## config.mk

```make
export PLATFORM = sky130hd
export DESIGN_NAME = evt_irq_ctrl
export DESIGN_NICKNAME = d
export VERILOG_FILES = /design/src/rtl/evt_irq_pkg.sv /design/src/rtl/evt_rst_sync.sv /design/src/rtl/evt_bus_decode.sv /design/src/rtl/evt_pend_bank.sv /design/src/rtl/evt_mask_reg.sv /design/src/rtl/evt_irq_reduce.sv /design/src/rtl/evt_irq_ctrl.sv
export SDC_FILE = /design/constraint.sdc
export NUM_CORES = 1
export LEC_CHECK = 0
export BUFFER_PORTS_ARGS = -buffer_cell sky130_fd_sc_hd__buf_2
export CAP_MARGIN = 20
export CORE_MARGIN = 2
export CORE_UTILIZATION = 44
export CTS_CLUSTER_SIZE = 20
export DETAILED_ROUTE_END_ITERATION = 12
export PLACE_DENSITY = 0.74
export SKIP_LAST_GASP = 1
export SYNTH_ARGS = -nofsm -noshare
export SYNTH_HDL_FRONTEND = slang
export SYNTH_SLANG_ARGS = --single-unit
```

## constraint.sdc

```tcl
create_clock -name clk -period 2.1 [get_ports clk]
set_clock_uncertainty 0.2 [all_clocks]
set_input_delay 0.42 -clock clk [delete_from_list [all_inputs] [get_ports clk]]
set_output_delay 0.42 -clock clk [all_outputs]
set_load 0.01 [all_outputs]
```

## src/rtl/evt_irq_pkg.sv

```systemverilog
package evt_irq_pkg;

  // Which register the current bus cycle selects, split by direction.
  typedef struct packed {
    logic wr_mask;
    logic wr_pend;
    logic rd_mask;
    logic rd_pend;
  } reg_sel_t;

  // Build a read word: stored bits at the bottom, live flag in the top bit.
  function automatic logic [63:0] pack_read_word(input logic [63:0] stored,
                                                 input int unsigned n_bits,
                                                 input int unsigned word_w,
                                                 input logic live_flag);
    logic [63:0] w;
    w = '0;
    for (int unsigned k = 0; k < n_bits; k++) begin
      w[k] = stored[k];
    end
    w[word_w-1] = live_flag;
    return w;
  endfunction

endpackage

```

## src/rtl/evt_rst_sync.sv

```systemverilog
module evt_rst_sync #(
  parameter int unsigned STAGES = 2
) (
  input  logic clk,
  input  logic rst_n,
  output logic rst_sync_n
);

  logic [STAGES-1:0] chain_q;
  logic [STAGES-1:0] chain_d;

  always_comb begin
    chain_d = {chain_q[STAGES-2:0], 1'b1};
  end

  always_ff @(posedge clk or negedge rst_n) begin
    if (!rst_n) begin
      chain_q <= '0;
    end else begin
      chain_q <= chain_d;
    end
  end

  assign rst_sync_n = chain_q[STAGES-1];

endmodule

```

## src/rtl/evt_bus_decode.sv

```systemverilog
module evt_bus_decode
  import evt_irq_pkg::*;
#(
  parameter int unsigned          ADDR_W    = 8,
  parameter logic [ADDR_W-1:0]    MASK_ADDR = 8'h06,
  parameter logic [ADDR_W-1:0]    PEND_ADDR = 8'h0D
) (
  input  logic [ADDR_W-1:0] bus_addr,
  input  logic              bus_wr,
  input  logic              bus_rd,
  output reg_sel_t          sel
);

  logic hit_mask;
  logic hit_pend;

  always_comb begin
    hit_mask    = (bus_addr == MASK_ADDR);
    hit_pend    = (bus_addr == PEND_ADDR);
    sel.wr_mask = bus_wr & hit_mask;
    sel.wr_pend = bus_wr & hit_pend;
    sel.rd_mask = bus_rd & hit_mask;
    sel.rd_pend = bus_rd & hit_pend;
  end

endmodule

```

## src/rtl/evt_pend_bank.sv

```systemverilog
module evt_pend_bank #(
  parameter int unsigned N_EVT = 7
) (
  input  logic             clk,
  input  logic             rst_n,
  input  logic [N_EVT-1:0] evt_pulse,
  input  logic             ack_en,
  input  logic [N_EVT-1:0] ack_bits,
  output logic [N_EVT-1:0] pend
);

  for (genvar i = 0; i < N_EVT; i++) begin : g_cell
    logic cell_q;
    logic cell_d;
    logic cell_ce;

    // A new event wins over an acknowledge of the same bit.
    always_comb begin
      cell_ce = evt_pulse[i] | (ack_en & ack_bits[i]);
      cell_d  = evt_pulse[i];
    end

    always_ff @(posedge clk or negedge rst_n) begin
      if (!rst_n) begin
        cell_q <= 1'b0;
      end else if (cell_ce) begin
        cell_q <= cell_d;
      end
    end

    assign pend[i] = cell_q;
  end

endmodule

```

## src/rtl/evt_mask_reg.sv

```systemverilog
module evt_mask_reg #(
  parameter int unsigned N_EVT = 7
) (
  input  logic             clk,
  input  logic             rst_n,
  input  logic             we,
  input  logic [N_EVT-1:0] wdata,
  output logic [N_EVT-1:0] mask
);

  logic [N_EVT-1:0] mask_q;
  logic [N_EVT-1:0] mask_d;

  always_comb begin
    mask_d = wdata;
  end

  always_ff @(posedge clk or negedge rst_n) begin
    if (!rst_n) begin
      mask_q <= '0;
    end else if (we) begin
      mask_q <= mask_d;
    end
  end

  assign mask = mask_q;

endmodule

```

## src/rtl/evt_irq_reduce.sv

```systemverilog
module evt_irq_reduce #(
  parameter int unsigned N_EVT = 7
) (
  input  logic             clk,
  input  logic             rst_n,
  input  logic [N_EVT-1:0] pend,
  input  logic [N_EVT-1:0] mask,
  output logic             irq
);

  logic irq_q;
  logic irq_d;

  always_comb begin
    irq_d = |(pend & mask);
  end

  always_ff @(posedge clk or negedge rst_n) begin
    if (!rst_n) begin
      irq_q <= 1'b0;
    end else begin
      irq_q <= irq_d;
    end
  end

  assign irq = irq_q;

endmodule

```

## src/rtl/evt_irq_ctrl.sv

```systemverilog
module evt_irq_ctrl
  import evt_irq_pkg::*;
#(
  parameter int unsigned       ADDR_W    = 8,
  parameter int unsigned       DATA_W    = 8,
  parameter int unsigned       N_EVT     = 7,
  parameter logic [ADDR_W-1:0] MASK_ADDR = 8'h06,
  parameter logic [ADDR_W-1:0] PEND_ADDR = 8'h0D
) (
  input  logic              clk,
  input  logic              rst_n,
  input  logic [ADDR_W-1:0] bus_addr,
  input  logic [DATA_W-1:0] bus_wdata,
  input  logic              bus_wr,
  input  logic              bus_rd,
  output logic [DATA_W-1:0] bus_rdata,
  input  logic [N_EVT-1:0]  evt_pulse,
  input  logic              dma_busy,
  output logic              irq_out
);

  localparam int unsigned RST_STAGES = 2;

  logic             rst_sync_n;
  reg_sel_t         sel;
  logic [N_EVT-1:0] pend_q;
  logic [N_EVT-1:0] mask_q;
  logic [63:0]      mask_word;
  logic [63:0]      pend_word;

  evt_rst_sync #(.STAGES(RST_STAGES)) u_rst (
    .clk        (clk),
    .rst_n      (rst_n),
    .rst_sync_n (rst_sync_n)
  );

  evt_bus_decode #(
    .ADDR_W    (ADDR_W),
    .MASK_ADDR (MASK_ADDR),
    .PEND_ADDR (PEND_ADDR)
  ) u_dec (
    .bus_addr (bus_addr),
    .bus_wr   (bus_wr),
    .bus_rd   (bus_rd),
    .sel      (sel)
  );

  evt_pend_bank #(.N_EVT(N_EVT)) u_pend (
    .clk       (clk),
    .rst_n     (rst_sync_n),
    .evt_pulse (evt_pulse),
    .ack_en    (sel.wr_pend),
    .ack_bits  (bus_wdata[N_EVT-1:0]),
    .pend      (pend_q)
  );

  evt_mask_reg #(.N_EVT(N_EVT)) u_mask (
    .clk   (clk),
    .rst_n (rst_sync_n),
    .we    (sel.wr_mask),
    .wdata (bus_wdata[N_EVT-1:0]),
    .mask  (mask_q)
  );

  evt_irq_reduce #(.N_EVT(N_EVT)) u_irq (
    .clk   (clk),
    .rst_n (rst_sync_n),
    .pend  (pend_q),
    .mask  (mask_q),
    .irq   (irq_out)
  );

  always_comb begin
    mask_word = pack_read_word(64'(mask_q), N_EVT, DATA_W, dma_busy);
    pend_word = pack_read_word(64'(pend_q), N_EVT, DATA_W, dma_busy);
    bus_rdata = '0;
    if (sel.rd_mask) begin
      bus_rdata = mask_word[DATA_W-1:0];
    end else if (sel.rd_pend) begin
      bus_rdata = pend_word[DATA_W-1:0];
    end
  end

endmodule

```

* After elaboration in Yosys (flattened, before gate mapping)
Index checks and enable logic that the tools add are counted.
** Word-level totals
- Bits of input ports :: 28
- Output and inout bits :: 9
- Register bits :: 17
** Operators by class
- Mux-type cells :: 2
- Reduce and logical (&&, ||, !) cells :: 1
- Eq/ne operators :: 2
- Bitwise operators :: 19
** Operators with widths (number)
- 8-bit 2-to-1 mux :: 2
- 1-bit bitwise AND :: 11
- 8-bit by 3-bit == test with 1-bit output (second input constant) :: 1
- 8-bit by 4-bit == test with 1-bit output (second input constant) :: 1
- 7-bit bitwise AND :: 1
- 1-bit OR :: 7
- 7-bit OR reduction :: 1

* Longest topological paths before layout
Gate-level depths: netlist of the first run.
- Word-level depth :: 4
- Gate-level depth with buffers :: 5
- Depth with buffers taken out :: 3

* Modules after synthesis
From an unflattened synthesis of the first run, not the netlist that was laid out.
** Second synthesis, totals
- Cell total of the unflattened synthesis :: 74
- Area total of the unflattened synthesis :: 863.3 um^2
** By module, submodules not included
- evt_pend_bank :: sequential area each 175.2 um^2, area each 306.5 um^2, instances 1, cells each 28
- evt_mask_reg :: sequential area each 175.2 um^2, area each 291.5 um^2, instances 1, cells each 15
- evt_irq_ctrl :: sequential area each 0.0 um^2, area each 101.3 um^2, instances 1, cells each 14
- evt_bus_decode :: sequential area each 0.0 um^2, area each 55.1 um^2, instances 1, cells each 9
- evt_irq_reduce :: sequential area each 25.0 um^2, area each 55.1 um^2, instances 1, cells each 5
- evt_rst_sync :: sequential area each 50.0 um^2, area each 53.8 um^2, instances 1, cells each 3

* Worst setup path before layout of the first run
Ideal clock, no wire load.
- Kind :: in2out
- Start point :: in bus_addr[7]
- End point :: out bus_rdata[0]
- Data arrival time :: 1.323 ns
- Buffers on the path :: 0
- Path slack :: 0.157 ns
- Stages :: 3
- Cell sequence :: nor4_4 -> nand3_1 -> nor2_1
** Between the ends
- Word-level cells in the longest chain between the ends :: 4
- Elaborated cells between the ends (all ways) :: 6
- Classes of those cells :: eq/ne (2); mux (2); bitwise (2)
** Ends and longest elaborated chain
- start, declared :: line evt_irq_ctrl.sv:12 : input logic [ADDR_W-1:0] bus_addr,
- 8-bit by 4-bit == test with 1-bit output :: line evt_bus_decode.sv:19 : hit_pend = (bus_addr == PEND_ADDR);
- 1-bit bitwise AND :: line evt_bus_decode.sv:23 : sel.rd_pend = bus_rd & hit_pend;
- 8-bit 2-to-1 mux :: line evt_irq_ctrl.sv:79 : end else if (sel.rd_pend) begin
- 8-bit 2-to-1 mux (*) :: line evt_irq_ctrl.sv:77 : if (sel.rd_mask) begin
- end, declared :: line evt_irq_ctrl.sv:16 : output logic [DATA_W-1:0] bus_rdata,
Mark *: on every way between the ends. The rest lies on a longest branch, timed or not.

* Worst setup path after layout of the first run
- Start point :: in bus_addr[7]
- End point :: out bus_rdata[2]
Same word-level chain as after synthesis.

==> results.py, run 1 <==
metrics = {
    "layout": {
        "regArea_um2": 425,
        "fillers": 172,
        "final_area_um2": 1070,
        "diodes": 0,
        "final_net_count": 140,
        "drive_gt1_frac": 0.486,
        "multi_input_area_um2": 362,
        "syn_to_final_growth_pct": 33.4,
    },
    "logic_synthesis": {
        "seq_area_frac_synth": 0.528,
        "synth_top_family_by_area": "simple AND/OR/NAND/NOR gates",
        "synth_cell_type_count": 18,
        "synth-simple-area-share": 0.172,
        "synth_adder_area_share": 0,
        "synthesis.nets": 97,
        "synth-xor-area-share": 0,
        "synth_compound_area_frac": 0.168,
        "syn_area_um2": 806,
        "syn_avg_cell_area_um2": 11.7,
        "ys_warn_count": 0,
        "synth_cells": 69,
        "synthMuxAreaShare": 0.0978,
        "ys_seq_elements": 17,
    },
    "sta": {
        "slew_headroom": 0.592,
        "fmax_mhz": 507,
        "tns_ns": 0,
        "holdWs_ns": 0.0562,
        "rsz0062_at_grt": "no",
        "period_needed_ns": 1.97,
        "fin_ws_ns": 0.129,
        "drv_slew": 0,
        "setup_viol": 0,
        "post-route-period-util": 0.939,
        "worst_slew_pin_slew_ns": 0.613,
        "hold_violations": 0,
    },
    "run_status": {
        "status": "finished, final reports clean",
    },
    "worst_setup_path": {
        "r2r_slack_ns": 0.88,
        "startpoint_type": "primary input",
        "cp.arrival_ns": 1.35,
        "required_ns": 1.48,
        "critical_path.max_stage_delay_ns": 0.31,
        "cpMaxStageDelayCell": "nor4_4",
        "crit_chain": "buf_2 > nor4_4 > nand3_2 > nor2_1 > buf_2",
        "path_delay_family": "simple AND/OR/NAND/NOR gates",
        "crit_top_cell": "buf_2",
        "path_max_fanout": 8,
        "critPathCaptureType": "output pin",
        "crit_buf_inv": 2,
        "crit_type": "in -> out",
    },
    "route": {
        "wl_per_cell_um": 13.4,
        "drc_errors": 0,
        "drt_iter0_drc": 11,
        "firstDrtPassIters": 4,
        "routed_wl_um": 1820,
        "routed_via_density": 5.24,
        "antenna_left": 0,
        "vias": 713,
    },
    "floorplan": {
        "ioPinCount": 37,
        "core_area_um2": 1730,
        "die_y_um": 46.8,
        "fp-row-count": 15,
        "start_util": 0.467,
        "dieArea_um2": 2190,
        "die_width_um": 46.8,
    },
    "cts": {
        "cts_tree": "built",
        "cts_root_buf": "clkbuf_4",
        "cts_buffer_depth": 2,
        "htreeDepth": 1,
        "numCtsBuffers": 3,
        "insertion_delay_ns": 0.28,
        "clock_sinks": 17,
        "clk_pin_slew_worst_paths_ns": 0.10,
    },
    "power_and_ir_drop": {
        "powerDensity_nw_per_um2": 555,
        "vdd_ir_drop_max_mv": 0.325,
        "fin_total_pwr_uw": 596,
        "p_leak_nw": 0.493,
    },
    "placement": {
        "dpl.hpwl_um": 1330,
        "post-place-ws_ns": 0.00715,
        "portBuffers": 35,
        "routabilityCongestion": 0.773,
        "post_dp_cell_area_um2": 1030,
    },
    "grt": {
        "grt_pass1_wl_um": 2620,
        "grt_overflow": 0,
        "grt_start_max_net_pins": 16,
        "grt_use_total": 0.172,
        "first_global_vias": 625,
        "antenna_found_initial": 0,
    },
    "run": {
        "maxCapViolations": 0,
    },
    "min_path": {
        "hp-class": "reg -> async",
    },
}
## sequential cells by signal, indices dropped and copies added (netlist names)
name	flops
u_rst.chain_q	2
u_mask.mask	7
u_irq.irq	1
u_pend.g_cell.cell_q	7
## cells in the final DEF (no fill, tap or decap), drive strengths merged
cell,count
nand3,2
and2,1
conb,1
dlygate4sd3,1
and3b,1
o21ai,1
a222oi,1
mux2,7
buf,41
nor3b,1
nor4,1
nand4,7
and3,1
a22oi,9
dfrtp,17
a21o,7
clkbuf,4
nor2,8
## synth_stat cells
library cell   n  area [um2]
dfrtp_1       17         425
and3_1         1        6.26
nor4_4         1        21.3
a222oi_1       1        10.0
buf_2          1        5.00
nand3_1        2        10.0
a21o_1         7        52.6
mux2_2         7        78.8
nand4_1        7        43.8
buf_6          1        11.3
nor3b_2        1        12.5
o21ai_0        1        5.00
a22oi_1        9        67.6
and3b_1        1        8.76
conb_1         1        3.75
nor2_1         8        30.0
clkbuf_1       2        7.51
and2_1         1        6.26
## metrics by stage
stage	utilization	cells
6_report	0.622	136
2_1_floorplan	-	69
5_1_grt	0.622	136
4_1_cts	0.620	136
3_3_place_gp	0.599	131
3_5_place_dp	0.599	131
## layer usage
| metal | track usage | wire [um] | up-vias |
|---|---|---|---|
| met5 | 0 | 0 | - |
| met2 | 0.290 | 876 | 26 |
| li1 | - | - | 345 |
| met1 | 0.214 | 823 | 340 |
| met4 | 0.0667 | 12 | 0 |
| met3 | 0.0385 | 106 | 2 |
## cell families after synthesis
family,count (synthesis)
AOI/OAI and AO/OA,18
muxes,7
and+or+nand+nor,22
other,1
buffers and inverters,4
DFF,17
## power breakdown
part / internal (mW) / leakage (nW) / switching, mW
Sequential: 0.340 / 0.194 / 0.0115
Combinational: 0.0417 / 0.284 / 0.0329
Clock: 0.0737 / 0.0150 / 0.0962
## final cells by class
cell class / instances / area share
Sequential cell: 17 / 0.396
Multi-Input combinational cell: 48 / 0.336
Timing Repair Buffer: 42 / 0.214
Tap cell: 25 / 0.0291
Clock buffer: 4 / 0.0244
## worst paths after layout
kind,from,end,depth (start not counted)
worst max-delay path,bus_addr[7],bus_rdata[2],5
worst min-delay path,u_rst.chain_q[1]$_DFF_PN0_,u_pend.g_cell[0].cell_q$_DFFE_PN0P_,0
worst max register to register,u_mask.mask[6]$_DFFE_PN0P_,u_irq.irq$_DFF_PN0_,2
worst min register to register,u_rst.chain_q[1]$_DFF_PN0_,u_pend.g_cell[0].cell_q$_DFFE_PN0P_,0
max in group asynchronous,u_rst.chain_q[1]$_DFF_PN0_,u_pend.g_cell[1].cell_q$_DFFE_PN0P_,0
min in group clk,evt_pulse[3],u_pend.g_cell[3].cell_q$_DFFE_PN0P_,2
## timing repair
action | 4_1_cts | 5_1_grt
endpoints found under the hold margin | 2 | 0
hold buffers | 1 | 0
resized for setup | 0 | 1
setup buffers | 0 | 0
setup endpoints to repair | 0 | 8
No activity file was read; power rests on OpenSTA's default activity.
==> run 2: changes to the inputs <==
--- a/config.mk
+++ b/config.mk
@@ -11,7 +11,8 @@
 export CORE_UTILIZATION = 44
 export CTS_CLUSTER_SIZE = 20
 export DETAILED_ROUTE_END_ITERATION = 12
-export PLACE_DENSITY = 0.74
+export HOLD_SLACK_MARGIN = 0.12
+export PLACE_DENSITY = 0.76
 export SKIP_LAST_GASP = 1
 export SYNTH_ARGS = -nofsm -noshare
 export SYNTH_HDL_FRONTEND = slang
==> constraint.sdc (replaced) <==
create_clock -name clk -period 1.84 [get_ports clk]
set_clock_uncertainty 0.2 [all_clocks]
set_input_delay 0.368 -clock clk [delete_from_list [all_inputs] [get_ports clk]]
set_output_delay 0.368 -clock clk [all_outputs]
set_load 0.01 [all_outputs]
==> results.py, run 2 (same netlist as run 1, synthesis figures left out) <==
metrics = {
    "worst_setup_path": {
        "path_delay_family": "buffers and inverters",
        "path_depth": 6,
        "cpMaxStageDelayCell": "a22oi_1",
        "r2r_slack_ns": 0.41,
        "crit_type": "in -> out",
        "crit_chain": "buf_2 > and3b_1 > buf_12 > a22oi_1 > nor2_4 > buf_2",
        "required_ns": 1.27,
        "critPathCaptureType": "output pin",
        "startpoint_type": "primary input",
        "reg2regPathDepth": 1,
        "cp.arrival_ns": 1.32,
        "critical_path.max_stage_delay_ns": 0.29,
        "crit_top_cell": "buf_2",
        "timing.rr.start": "u_rst.chain_q[1]$_DFF_PN0_",
        "path_max_fanout": 15,
        "crit_buf_inv": 3,
        "worstReg2RegEnd": "u_mask.mask[3]$_DFFE_PN0P_",
    },
    "layout": {
        "fin_cells": 151,
        "fillers": 136,
        "final_net_count": 155,
        "final_cell_mix": "buf_2, dfrtp_1, dlygate4sd3_1",
        "syn_to_final_growth_pct": 60.7,
        "final_common_cell": "buf_2",
        "diodes": 0,
        "final_area_um2": 1290,
        "drive_gt1_frac": 0.540,
    },
    "placement": {
        "portBuffers": 35,
        "post_dp_cell_area_um2": 1080,
        "dpl.hpwl_um": 1440,
        "place.detailed.instances": 136,
        "routabilityCongestion": 0.839,
        "post-place-ws_ns": -0.117,
    },
    "floorplan": {
        "ioPinCount": 37,
        "start_util": 0.467,
        "die_width_um": 46.8,
        "die_y_um": 46.8,
        "fp-row-count": 15,
        "dieArea_um2": 2190,
        "core_area_um2": 1730,
    },
    "route": {
        "routed_via_density": 5.14,
        "vias": 776,
        "antenna_left": 0,
        "wl_per_cell_um": 13.8,
        "firstDrtPassIters": 4,
        "drt_iter0_drc": 15,
        "routed_wl_um": 2080,
        "drc_errors": 0,
    },
    "grt": {
        "grt_pass1_wl_um": 3080,
        "gr-usage-met2": 0.342,
        "gr-usage-met1": 0.264,
        "grt_overflow": 0,
        "grt.busiest_layer": "met2",
        "first_global_vias": 762,
        "grt_start_max_net_pins": 16,
        "antenna_found_initial": 0,
        "globalRouteMet3Util": 0.0346,
        "grt_use_total": 0.202,
    },
    "sta": {
        "rsz0062_at_grt": "yes",
        "post-route-period-util": 1.03,
        "drv_slew": 0,
        "hold_violations": 0,
        "setup_viol": 6,
        "worst_slew_pin_slew_ns": 0.664,
        "fin_ws_ns": -0.0504,
        "slew_headroom": 0.556,
        "fmax_mhz": 529,
        "period_needed_ns": 1.89,
    },
    "min_path": {
        "min_to": "u_mask.mask[4]$_DFFE_PN0P_",
        "min_delay_path_depth": 2,
        "hp-class": "in -> reg",
        "hp-start": "bus_wdata[4]",
    },
    "power_and_ir_drop": {
        "p_comb_frac": 0.173,
        "switching_power_uw": 164,
        "p_leak_nw": 0.574,
        "fin_total_pwr_uw": 706,
        "power.share.clock": 0.266,
        "powerDensity_nw_per_um2": 545,
        "seqPwrFrac": 0.561,
        "vdd_ir_drop_max_mv": 0.552,
        "switching_share": 0.233,
        "internal_power_uw": 542,
    },
    "cts": {
        "insertion_delay_ns": 0.28,
        "clk_pin_slew_worst_paths_ns": 0.09,
        "htreeDepth": 1,
        "cts_tree": "built",
        "cts_root_buf": "clkbuf_4",
        "cts_buffer_depth": 2,
        "clock_sinks": 17,
        "numCtsBuffers": 3,
    },
    "run": {
        "maxCapViolations": 0,
    },
    "run_status": {
        "violations": "setup timing",
        "status": "finished, violations left",
    },
}
[run 2: final cells by class]
cell class | instances | area [um2] | area share
sequential | 17 | 425 | 0.329
timing repair buffer | 57 | 410 | 0.317
multi-input combinational | 48 | 402 | 0.310
tap | 25 | 31.3 | 0.0242
clock buffer | 4 | 26.3 | 0.0203
[run 2: power groups by stage]
stage | logic, mW | registers (mW) | clock network, mW
after CTS | 0.119 | 0.396 | 0.199
after detailed placement | 0.0899 | 0.409 | 0
final | 0.122 | 0.396 | 0.188
after global routing | 0.132 | 0.399 | 0.217
after global placement | 0.0879 | 0.409 | 0
after floorplan | 0.0328 | 0.409 | 0
[run 2: how the worst max path moves through the flow]
stage,startpoint,endpoint,slack (ns)
after floorplan,bus_addr[7],bus_rdata[0],0.001
after global placement,bus_addr[7],bus_rdata[0],-0.10
after detailed placement,bus_addr[7],bus_rdata[7],-0.12
after CTS,bus_addr[4],bus_rdata[1],-0.01
after global routing,bus_addr[6],bus_rdata[6],-0.08
final,bus_addr[0],bus_rdata[1],-0.05
[run 2: repair_timing]
item,in CTS,in global routing
buffers inserted,1,0
pin swaps,10,2
endpoints found under the hold margin,25,0
endpoints found under the setup margin,8,8
hold buffers,10,0
gates resized for setup,11,7
[run 2: metrics by stage]
stage	util	hold WS, ns	TNS (ns)
2_1_floorplan	-	-0.128	0
3_3_place_gp	0.628	-0.0472	-1.28
3_5_place_dp	0.628	-0.0463	-1.54
4_1_cts	0.733	0.121	-0.0471
5_1_grt	0.750	0.124	-0.534
6_report	0.750	0.133	-0.105
[run 2: per-layer routing]
layer  share of wire  routed length, um  vias to the layer above
met4               0                  0                        0
met5               0                  0                        -
met2            0.53               1110                       31
met1            0.41                851                      371
met3           0.057                118                        0
li1                -                  -                      374
